### src/rtl/dbm_pkg.sv
package dbm_pkg;

    typedef enum logic [2:0] {
        ST_IDLE,
        ST_ADDR,
        ST_ASRT,
        ST_DRV,
        ST_WAIT,
        ST_LATCH,
        ST_END
    } bus_state_t;

    localparam logic [1:0] OP_BYTE = 2'b00;
    localparam logic [1:0] OP_WORD = 2'b01;
    localparam logic [1:0] OP_LONG = 2'b10;

    // number of bytes an operand of the given size carries
    function automatic logic [2:0] op_bytes(input logic [1:0] sz);
        unique case (sz)
            OP_BYTE: op_bytes = 3'd1;
            OP_WORD: op_bytes = 3'd2;
            default: op_bytes = 3'd4;
        endcase
    endfunction

endpackage

### src/rtl/dbm_ack_decode.sv
module dbm_ack_decode (
    input  logic [1:0] dsack_n,
    output logic       ack,
    output logic       port8
);
    // bit 1 alone or both low: 16-bit port; bit 0 alone low: 8-bit port
    always_comb begin
        ack   = (dsack_n != 2'b11);
        port8 = (dsack_n == 2'b10);
    end
endmodule

### src/rtl/dbm_step_calc.sv
module dbm_step_calc (
    input  logic [2:0] rem,
    input  logic       addr_lsb,
    input  logic       port8,
    output logic [1:0] step
);
    // one byte per cycle on a narrow port, on an odd address or for a lone byte
    always_comb begin
        if (port8 || addr_lsb || (rem == 3'd1))
            step = 2'd1;
        else
            step = 2'd2;
    end
endmodule

### src/rtl/dbm_lane_mux.sv
module dbm_lane_mux #(
    parameter int LANE_W = 8
) (
    input  logic [4*LANE_W-1:0] wbuf,
    input  logic [2:0]          rem,
    input  logic [2*LANE_W-1:0] din,
    input  logic                port8,
    input  logic                addr_lsb,
    output logic [2*LANE_W-1:0] wlanes,
    output logic [LANE_W-1:0]   rd_byte
);
    localparam int OPER_W = 4 * LANE_W;
    localparam int BUS_W  = 2 * LANE_W;

    logic [LANE_W-1:0] head;

    always_comb begin
        head = wbuf[OPER_W-1 -: LANE_W];
        if (rem == 3'd1)
            wlanes = {head, head};
        else
            wlanes = wbuf[OPER_W-1 -: BUS_W];
        if (port8 || !addr_lsb)
            rd_byte = din[BUS_W-1 -: LANE_W];
        else
            rd_byte = din[LANE_W-1:0];
    end
endmodule

### src/rtl/dyn_bus_master.sv
module dyn_bus_master #(
    parameter int ADDR_W = 24,
    parameter int LANE_W = 8
) (
    input  logic                clk2x,
    input  logic                rst_n,
    input  logic                req_valid,
    input  logic                req_write,
    input  logic [1:0]          req_size,
    input  logic [ADDR_W-1:0]   req_addr,
    input  logic [4*LANE_W-1:0] req_wdata,
    output logic                req_ready,
    output logic                xfer_done,
    output logic [4*LANE_W-1:0] rd_data,
    output logic [ADDR_W-1:0]   bus_addr,
    output logic [1:0]          bus_siz,
    output logic                bus_rw,
    output logic                as_n,
    output logic                ds_n,
    output logic [2*LANE_W-1:0] bus_dout,
    output logic                bus_doe,
    input  logic [2*LANE_W-1:0] bus_din,
    input  logic [1:0]          dsack_n
);
    import dbm_pkg::*;

    localparam int OPER_W = 4 * LANE_W;
    localparam int BUS_W  = 2 * LANE_W;
    localparam int OPER_B = OPER_W / LANE_W;

    bus_state_t state_q, state_d;

    logic [ADDR_W-1:0] addr_q;
    logic [2:0]        rem_q;
    logic              write_q;
    logic              port8_q;
    logic              done_q;
    logic [OPER_W-1:0] wbuf_q;
    logic [OPER_W-1:0] rbuf_q;

    logic              ack_w;
    logic              port8_w;
    logic [1:0]        step_w;
    logic [BUS_W-1:0]  wlanes_w;
    logic [LANE_W-1:0] rd_byte_w;
    logic [2:0]        req_bytes;

    assign req_bytes = op_bytes(req_size);

    dbm_ack_decode u_ack (
        .dsack_n (dsack_n),
        .ack     (ack_w),
        .port8   (port8_w)
    );

    dbm_step_calc u_step (
        .rem      (rem_q),
        .addr_lsb (addr_q[0]),
        .port8    (port8_q),
        .step     (step_w)
    );

    dbm_lane_mux #(.LANE_W(LANE_W)) u_lane (
        .wbuf     (wbuf_q),
        .rem      (rem_q),
        .din      (bus_din),
        .port8    (port8_q),
        .addr_lsb (addr_q[0]),
        .wlanes   (wlanes_w),
        .rd_byte  (rd_byte_w)
    );

    // next-state logic
    always_comb begin
        state_d = state_q;
        unique case (state_q)
            ST_IDLE:  if (req_valid) state_d = ST_ADDR;
            ST_ADDR:  state_d = ST_ASRT;
            ST_ASRT:  state_d = ST_DRV;
            ST_DRV:   state_d = ST_WAIT;
            ST_WAIT:  if (ack_w) state_d = ST_LATCH;
            ST_LATCH: state_d = ST_END;
            ST_END:   state_d = (rem_q == 3'(step_w)) ? ST_IDLE : ST_ADDR;
            default:  state_d = ST_IDLE;
        endcase
    end

    // state register
    always_ff @(posedge clk2x or negedge rst_n) begin
        if (!rst_n) state_q <= ST_IDLE;
        else        state_q <= state_d;
    end

    // operand datapath
    always_ff @(posedge clk2x or negedge rst_n) begin
        if (!rst_n) begin
            addr_q  <= '0;
            rem_q   <= '0;
            write_q <= 1'b0;
            port8_q <= 1'b0;
            done_q  <= 1'b0;
            wbuf_q  <= '0;
            rbuf_q  <= '0;
        end else begin
            done_q <= (state_q == ST_END) && (rem_q == 3'(step_w));
            unique case (state_q)
                ST_IDLE: begin
                    if (req_valid) begin
                        addr_q  <= req_addr;
                        rem_q   <= req_bytes;
                        write_q <= req_write;
                        wbuf_q  <= req_wdata << (LANE_W * (OPER_B - int'(req_bytes)));
                        rbuf_q  <= '0;
                    end
                end
                ST_WAIT: begin
                    if (ack_w) port8_q <= port8_w;
                end
                ST_LATCH: begin
                    if (!write_q) begin
                        if (step_w == 2'd2)
                            rbuf_q <= {rbuf_q[OPER_W-BUS_W-1:0], bus_din};
                        else
                            rbuf_q <= {rbuf_q[OPER_W-LANE_W-1:0], rd_byte_w};
                    end
                end
                ST_END: begin
                    addr_q <= addr_q + ADDR_W'(step_w);
                    rem_q  <= rem_q - 3'(step_w);
                    wbuf_q <= wbuf_q << (LANE_W * int'(step_w));
                end
                default: ;
            endcase
        end
    end

    // outputs decoded from the state
    always_comb begin
        req_ready = (state_q == ST_IDLE);
        xfer_done = done_q;
        rd_data   = rbuf_q;
        bus_addr  = addr_q;
        bus_siz   = rem_q[1:0];
        bus_rw    = !write_q || (state_q == ST_IDLE);
        bus_dout  = wlanes_w;
        as_n      = 1'b1;
        ds_n      = 1'b1;
        bus_doe   = 1'b0;
        unique case (state_q)
            ST_ASRT: begin
                as_n = 1'b0;
                ds_n = write_q;
            end
            ST_DRV: begin
                as_n    = 1'b0;
                ds_n    = write_q;
                bus_doe = write_q;
            end
            ST_WAIT, ST_LATCH: begin
                as_n    = 1'b0;
                ds_n    = 1'b0;
                bus_doe = write_q;
            end
            default: ;
        endcase
    end

endmodule

### config.mk
export PLATFORM = sky130hd
export DESIGN_NAME = dyn_bus_master
export DESIGN_NICKNAME = d
export VERILOG_FILES = /design/src/rtl/dbm_pkg.sv /design/src/rtl/dbm_ack_decode.sv /design/src/rtl/dbm_step_calc.sv /design/src/rtl/dbm_lane_mux.sv /design/src/rtl/dyn_bus_master.sv
export SDC_FILE = /design/constraint.sdc
export NUM_CORES = 1
export LEC_CHECK = 0
export CELL_PAD_IN_SITES_DETAIL_PLACEMENT = 0
export CELL_PAD_IN_SITES_GLOBAL_PLACEMENT = 1
export CORE_ASPECT_RATIO = 0.7
export CORE_MARGIN = 5
export CORE_UTILIZATION = 49
export CTS_CLUSTER_DIAMETER = 150
export DETAILED_ROUTE_END_ITERATION = 8
export DONT_BUFFER_PORTS = 1
export GPL_TIMING_DRIVEN = 0
export PLACE_DENSITY_LB_ADDON = 0.1
export SLEW_MARGIN = 25
export SYNTH_ARGS = -nofsm -noshare
export SYNTH_HDL_FRONTEND = slang
export SYNTH_HIERARCHICAL = 1
export SYNTH_SLANG_ARGS = --single-unit
### constraint.sdc
create_clock -name clk2x -period 3.8 [get_ports clk2x]
set_input_delay 0.38 -clock clk2x [delete_from_list [all_inputs] [get_ports clk2x]]
set_output_delay 0.38 -clock clk2x [all_outputs]
set_load 0.02 [all_outputs]
==> flow_metrics.env, run 1 <==
export IMPL_synthFlopType="dfrtp_1"
export IMPL_cts_buffers=9
export IMPL_final_antenna_net_count=0
export IMPL_path_class="reg2reg"
export IMPL_rsz0062_at_grt="false"
export IMPL_vdd_ir_drop_max_uv=368
export IMPL_netlist_area_um2=5950
export IMPL_min_period_ns=3.36
export IMPL_drive_above_1_share=0.174
export IMPL_final_cell_mix="105 x nand2_1, 97 x dfrtp_1, 42 x mux2i_1"
export IMPL_overflow=0
export IMPL_worst_ep_arrival_time_ns=3.58
export IMPL_drc=0
export IMPL_synth_edf_count=0
export IMPL_start_util=0.504
export IMPL_p_leak_uw=0.00261
export IMPL_crit_required_ns=4.03
export IMPL_rr_worst_depth=9
export IMPL_finClkSkew_ns=0.00797
export IMPL_status="finished, final reports clean"
export IMPL_dr_pass1_iters=5
export IMPL_grt_pass1_wl_um=29000
export IMPL_clk_path_buf_depth=2
export IMPL_diodes=0
export IMPL_cts_sinks=97
export IMPL_min_to="write_q"
export IMPL_fmax_mhz=298
export IMPL_die_area_um2=14500
export IMPL_die_height_um=102
export IMPL_vias_per_cell=6.48
export IMPL_slew_headroom=0.476
export IMPL_rr_endpoint="bus_addr[16]"
export IMPL_buffer_ports_inserted=0
export IMPL_yosysTopAreaCellShare=0.408
export IMPL_final_max_slew_viol_count=0
export IMPL_fin_crit_sh=0.883
export IMPL_hp_start="req_write"
export IMPL_die_x_um=142
export IMPL_route_detailed_wl_per_inst_um=24.1
export IMPL_fillers=1092
export IMPL_power_density_nw_per_um2=857
export IMPL_cts_tree="done"
export IMPL_min_path_cells=2
export IMPL_synth_seq_area_share=0.408
export IMPL_clk_pin_slew_ns=0.07
export IMPL_root_buffer="clkbuf_16"
export IMPL_insertion_delay_ns=0.34
export IMPL_min_path_type="in2reg"
export IMPL_syn_nets=697
export IMPL_grt_max_degree=98
export IMPL_cts_max_level=3
export IMPL_synthCells=609
export IMPL_crit_path_end_kind="flop"
export IMPL_synthArstFlopShare=1.00
export IMPL_synth_top_area_cell="dfrtp_1"
export IMPL_dp_hpwl_um=13300
export IMPL_areaGrowthSynthToFinish_pct=8.92
export IMPL_layout_commonest_cell="nand2_1"
export IMPL_path_max_fanout=19
export IMPL_finalHoldViolCount=0
export IMPL_core_area_um2=11800
export IMPL_yosysWarnings=6
export IMPL_grt_pass1_vias=5030
export IMPL_design_power_total_uw=5550
export IMPL_ff2ff_setup_slack_ns=0.44
export IMPL_globalplace_congestion=0.877
export IMPL_timing_max_cap_violations=0
export IMPL_grt_usage=0.258
export IMPL_whs_ns=0.141
export IMPL_avgSynthCellArea_um2=9.77
export IMPL_wirelength_um=18800
export IMPL_vias=5065
export IMPL_r2r_start="rem_q[1]"
export IMPL_setup_viol_count_final=0
export IMPL_ys_seq_elements=97
export IMPL_antenna_found_initial=0
export IMPL_synth_distinct_cells=57
export IMPL_pin_count=160
export IMPL_start_kind="flop"
export IMPL_synthTopCellsByArea="dfrtp_1 41%, mux2i_1 7.1%, nand2_1 6.6%, o31ai_2 5.9%, mux2_2 4.7%"
export IMPL_fin_nets=709
export IMPL_rows=33
export IMPL_drt_first_iter_violations=504
export IMPL_worst_slew_pin_slew_ns=0.786
## worst max-delay path, cell delays in order, from the launching register on
cell      delay, ns
dfrtp_1        0.48
nor2_1         0.10
a211oi_2       0.41
buf_4          0.34
inv_1          0.14
fa_1           0.45
and3b_1        0.33
nand3_1        0.25
or3_1          0.43
o311ai_0       0.32
## state kept, by name, indices dropped and copies added (netlist names)
register	flops
bus_addr	24
write_q	1
port8_q	1
xfer_done	1
rd_data	32
state_q	3
wbuf_q	32
rem_q	3
## power by group
group / total (uW) / internal [uW] / switching (uW)
combinational: 2560 / 955 / 1610
sequential: 2060 / 1390 / 675
clock: 926 / 524 / 402
total: 5550 / 2870 / 2680
## cell usage after synthesis (3+ instances only)
cell and n:
nor2_1 23, o31ai_2 28, ha_1 6, clkbuf_1 25
and4_1 4, nand4_1 5, a21o_1 4, buf_6 4
a221o_1 8, inv_1 10, mux2i_1 42, dfrtp_1 97
or3_1 3, nand3_1 18, nor2b_1 4, o31ai_1 12
o21ai_0 36, a221oi_1 8, a22oi_1 6, nor3_1 4
buf_2 15, or4_1 9, a32oi_1 8, a21oi_1 6
a211oi_1 14, mux2_2 25, and2_1 4, and3_1 4
o311ai_0 3, a22o_1 8, o211ai_1 14, nand2_1 105
nor4_1 3, buf_4 15
## through the flow
stage	utilization	area, um^2	setup WS, ns	TNS [ns]	instances
floorplan	-	5950	0.664	0	609
global placement	0.520	6140	-0.194	-0.371	766
detailed placement	0.520	6140	-0.159	-0.314	766
CTS	0.549	6480	0.466	0	782
global route	0.549	6480	0.258	0	782
finish	0.549	6480	0.443	0	782
## how the worst max path moves through the flow
stage / startpoint / depth (start not counted) / end / slack, ns
2_1_floorplan: rem_q[2] / 10 / bus_addr[16] / 0.66
3_3_place_gp: bus_addr[0] / 9 / bus_addr[16] / -0.19
3_5_place_dp: bus_addr[0] / 9 / bus_addr[18] / -0.16
4_1_cts: rem_q[1] / 9 / bus_addr[16] / 0.47
5_1_grt: rem_q[1] / 9 / bus_addr[16] / 0.26
6_report: rem_q[1] / 9 / bus_addr[16] / 0.44
## layer usage
| metal | global-route usage | up-vias | wire length, um |
|---|---|---|---|
| met5 | 0 | - | 0 |
| li1 | - | 2280 | - |
| met1 | 0.363 | 2502 | 8340 |
| met2 | 0.375 | 255 | 8080 |
| met4 | 0.0671 | 0 | 332 |
| met3 | 0.0978 | 28 | 2080 |
## timing repair
item,CTS,global route
hold buffers,2,0
hold endpoints to repair,97,0
buffers inserted,0,0
endpoints found under the setup margin,3,0
resized for setup,1,0
## layout make-up
| class | count | area [um^2] | area share |
|---|---|---|---|
| Tap cell | 157 | 196 | 0.0303 |
| Multi-Input combinational cell | 442 | 3160 | 0.487 |
| Inverter | 10 | 37.5 | 0.00579 |
| Timing Repair Buffer | 2 | 37.5 | 0.00579 |
| Buffer | 59 | 327 | 0.0504 |
| Clock inverter | 5 | 56.3 | 0.00869 |
| Sequential cell | 97 | 2430 | 0.375 |
| Clock buffer | 10 | 239 | 0.0369 |
## kinds of logic after synthesis
logic type / synth area share
AND/OR/NAND/NOR: 0.164
adder cells (fa/ha/maj): 0.0194
multiplexers: 0.118
flip-flops: 0.408
buffers and inverters: 0.0619
XOR/XNOR: 0.00147
AO/OA/AOI/OAI: 0.227
Power figures use the tool's default switching activity.
==> run 2, diff against run 1 <==
--- a/config.mk
+++ b/config.mk
@@ -5,11 +5,12 @@
 export SDC_FILE = /design/constraint.sdc
 export NUM_CORES = 1
 export LEC_CHECK = 0
+export ABC_AREA = 1
 export CELL_PAD_IN_SITES_DETAIL_PLACEMENT = 0
 export CELL_PAD_IN_SITES_GLOBAL_PLACEMENT = 1
 export CORE_ASPECT_RATIO = 0.7
 export CORE_MARGIN = 5
-export CORE_UTILIZATION = 49
+export CORE_UTILIZATION = 45
 export CTS_CLUSTER_DIAMETER = 150
 export DETAILED_ROUTE_END_ITERATION = 8
 export DONT_BUFFER_PORTS = 1
@@ -20,3 +21,4 @@
 export SYNTH_HDL_FRONTEND = slang
 export SYNTH_HIERARCHICAL = 1
 export SYNTH_SLANG_ARGS = --single-unit
+export TNS_END_PERCENT = 30
==> run 2 against run 1 <==
Compared with the run above:
- synthesized area increased by 3.6%
- critical path depth is 6 higher
- sequential cell count stayed put
- maximum frequency grew 17%
- wire length rose by 9.4%
- utilization is 4.3 points lower
- register-to-register slack improved by 0.49 ns
- clock-buffer cell count stayed put
- first-iteration DRC count up 9.7%
==> flow_metrics.env, run 2 <==
export IMPL_status="finished, final reports clean"
export IMPL_vias=6087
export IMPL_grt_max_degree=98
export IMPL_synthTopCellsByArea="dfrtp_1 39%, nand2_1 15%, nor2_1 7.6%, o21ai_0 5.0%, a21oi_1 4.5%"
export IMPL_rows=35
export IMPL_cts_tree="done"
export IMPL_synth_top_area_cell="dfrtp_1"
export IMPL_wirelength_um=20600
export IMPL_die_height_um=108
export IMPL_dr_pass1_iters=6
export IMPL_grt_pass1_wl_um=32000
export IMPL_crit_path_end_kind="flop"
export IMPL_vias_per_cell=5.59
export IMPL_drive_above_1_share=0.0765
export IMPL_synthFlopType="dfrtp_1"
export IMPL_setup_viol_count_final=0
export IMPL_grt_use_met1=0.381
export IMPL_insertion_delay_ns=0.35
export IMPL_min_to="write_q"
export IMPL_globalplace_congestion=0.949
export IMPL_drc=0
export IMPL_fin_crit_sh=0.755
export IMPL_final_antenna_net_count=0
export IMPL_cts_sinks=97
export IMPL_fmax_mhz=349
export IMPL_route_detailed_wl_per_inst_um=18.9
export IMPL_die_area_um2=16200
export IMPL_vdd_ir_drop_max_uv=365
export IMPL_areaGrowthSynthToFinish_pct=8.91
export IMPL_slew_headroom=0.496
export IMPL_setup_ws_ns=0.931
export IMPL_timing_max_cap_violations=0
export IMPL_grt_usage=0.254
export IMPL_path_max_fanout=11
export IMPL_rr_endpoint="bus_addr[14]"
export IMPL_synthCells=885
export IMPL_start_util=0.464
export IMPL_multi_input_area_um2=3150
export IMPL_ff2ff_setup_slack_ns=0.93
export IMPL_yosysTopAreaCellShare=0.394
export IMPL_fillers=1405
export IMPL_core_area_um2=13300
export IMPL_regArea_um2=2430
export IMPL_worst_slew_pin_slew_ns=0.750
export IMPL_place_area_um2=6390
export IMPL_synth_seq_area_share=0.394
export IMPL_min_period_ns=2.87
export IMPL_postLayoutCellArea_um2=6710
export IMPL_final_max_slew_viol_count=0
export IMPL_min_path_cells=2
export IMPL_synthTopCellsByCount="244 x nand2_1, 125 x nor2_1, 97 x dfrtp_1"
export IMPL_synth_distinct_cells=42
export IMPL_clk_path_buf_depth=2
export IMPL_hp_start="req_write"
export IMPL_worst_ep_arrival_time_ns=3.14
export IMPL_cts_max_level=3
export IMPL_grt_use_met2=0.357
export IMPL_dp_hpwl_um=15800
export IMPL_pin_count=160
export IMPL_finClkSkew_ns=0.0112
export IMPL_fin_tns_setup_ns=0
export IMPL_synth_most_common_cell="nand2_1"
export IMPL_synthArstFlopShare=1.00
export IMPL_final_cell_mix="244 x nand2_1, 125 x nor2_1, 97 x dfrtp_1"
export IMPL_grt_pass1_vias=5673
export IMPL_min_path_type="in2reg"
export IMPL_start_kind="flop"
export IMPL_power_density_nw_per_um2=896
export IMPL_crit_required_ns=4.07
export IMPL_netlist_area_um2=6160
export IMPL_syn_nets=973
export IMPL_use_met3=0.0812
export IMPL_design_power_total_uw=6010
export IMPL_rr_worst_depth=15
export IMPL_finalHoldViolCount=0
export IMPL_rsz0062_at_grt="false"
export IMPL_overflow=0
export IMPL_layout_commonest_cell="nand2_1"
export IMPL_r2r_start="bus_addr[0]"
export IMPL_antenna_found_initial=0
export IMPL_ys_seq_elements=97
export IMPL_root_buffer="clkbuf_16"
export IMPL_drt_first_iter_violations=553
export IMPL_fin_nets=986
export IMPL_pre_cts_ws_ns=0.938
export IMPL_cts_buffers=9
export IMPL_avgSynthCellArea_um2=6.96
export IMPL_synth_edf_count=0
export IMPL_clk_pin_slew_ns=0.07
export IMPL_p_leak_uw=0.00314
export IMPL_yosysWarnings=6
export IMPL_buffer_ports_inserted=0
export IMPL_path_class="reg2reg"
export IMPL_post_cts_resized=0
export IMPL_top_usage_layer="met1"
export IMPL_die_x_um=150
run 2: changes by cell type after synthesis, moves of 28 or more:
| cell | before | now |
|---|---|---|
| nand2_1 | 105 | 244 |
| nor2_1 | 23 | 125 |
| inv_1 | 10 | 72 |
| a21oi_1 | 6 | 56 |
| mux2i_1 | 42 | 0 |
| nand3_1 | 18 | 51 |
| o31ai_2 | 28 | 0 |
run 2: what timing repair did:
action	4_1_cts	5_1_grt
setup buffers	0	0
hold buffers	2	0
hold endpoints to repair	97	0
run 2: how the worst max path moves through the flow:
stage	cells past startpoint	from	to	slack, ns
6_report	15	bus_addr[0]	bus_addr[14]	0.93
5_1_grt	14	bus_addr[0]	bus_addr[14]	0.59
4_1_cts	15	bus_addr[0]	bus_addr[14]	0.89
3_5_place_dp	14	bus_addr[0]	bus_addr[14]	0.94
3_3_place_gp	14	bus_addr[0]	bus_addr[14]	0.95
2_1_floorplan	14	bus_addr[0]	bus_addr[14]	1.41
run 2: critical path: stages (launching register included):
cell      delay [ns]
dfrtp_1         0.52
nor2_2          0.17
nand2_2         0.09
inv_2           0.11
inv_1           0.07
buf_2           0.19
fa_1            0.44
inv_1           0.13
nand2_1         0.06
nor2_1          0.32
nand2_1         0.20
nor2_1          0.18
nand2_1         0.07
nand3b_1        0.10
inv_1           0.05
nor2_1          0.08
run 2: logic make-up (layout without fill, tap and decap cells):
| group | after synthesis | in the layout | synth area share |
|---|---|---|---|
| AND/OR/NAND/NOR | 449 | 449 | 0.303 |
| AO/OA/AOI/OAI | 188 | 188 | 0.176 |
| buffers and inverters | 134 | 151 | 0.0954 |
| flip-flops | 97 | 97 | 0.394 |
| adder cells (fa/ha/maj) | 8 | 8 | 0.0187 |
| XOR/XNOR | 8 | 8 | 0.0114 |
| multiplexers | 1 | 1 | 0.00183 |
| other | 0 | 1 | 0 |
run 2: where the power goes:
group	internal, uW	switching [uW]	total [uW]
clock	463	408	871
sequential	1480	854	2330
combinational	874	1940	2810
total	2820	3200	6010
run 2: through the flow:
stage,instances,util,hold slack (ns)
final,1088,0.506,0.163
after global routing,1087,0.506,0.166
after CTS,1087,0.506,0.159
after detailed placement,1070,0.482,0.0869
after global placement,1070,0.482,0.0868
after floorplan,885,-,0.0844
run 2: routing by layer:
layer	wire length (um)	vias up
met1	9530	2900
met3	2230	22
li1	-	2915
met5	0	-
met2	8580	250
met4	269	0
run 2: final cells by class:
class                      count  area share
buffer                        50      0.0406
timing repair buffer           2     0.00559
inverter                      84      0.0470
multi-input combinational    654       0.469
clock buffer                  10      0.0356
sequential                    97       0.362
clock inverter                 5     0.00578
antenna                        1    0.000373
tap                          185      0.0345
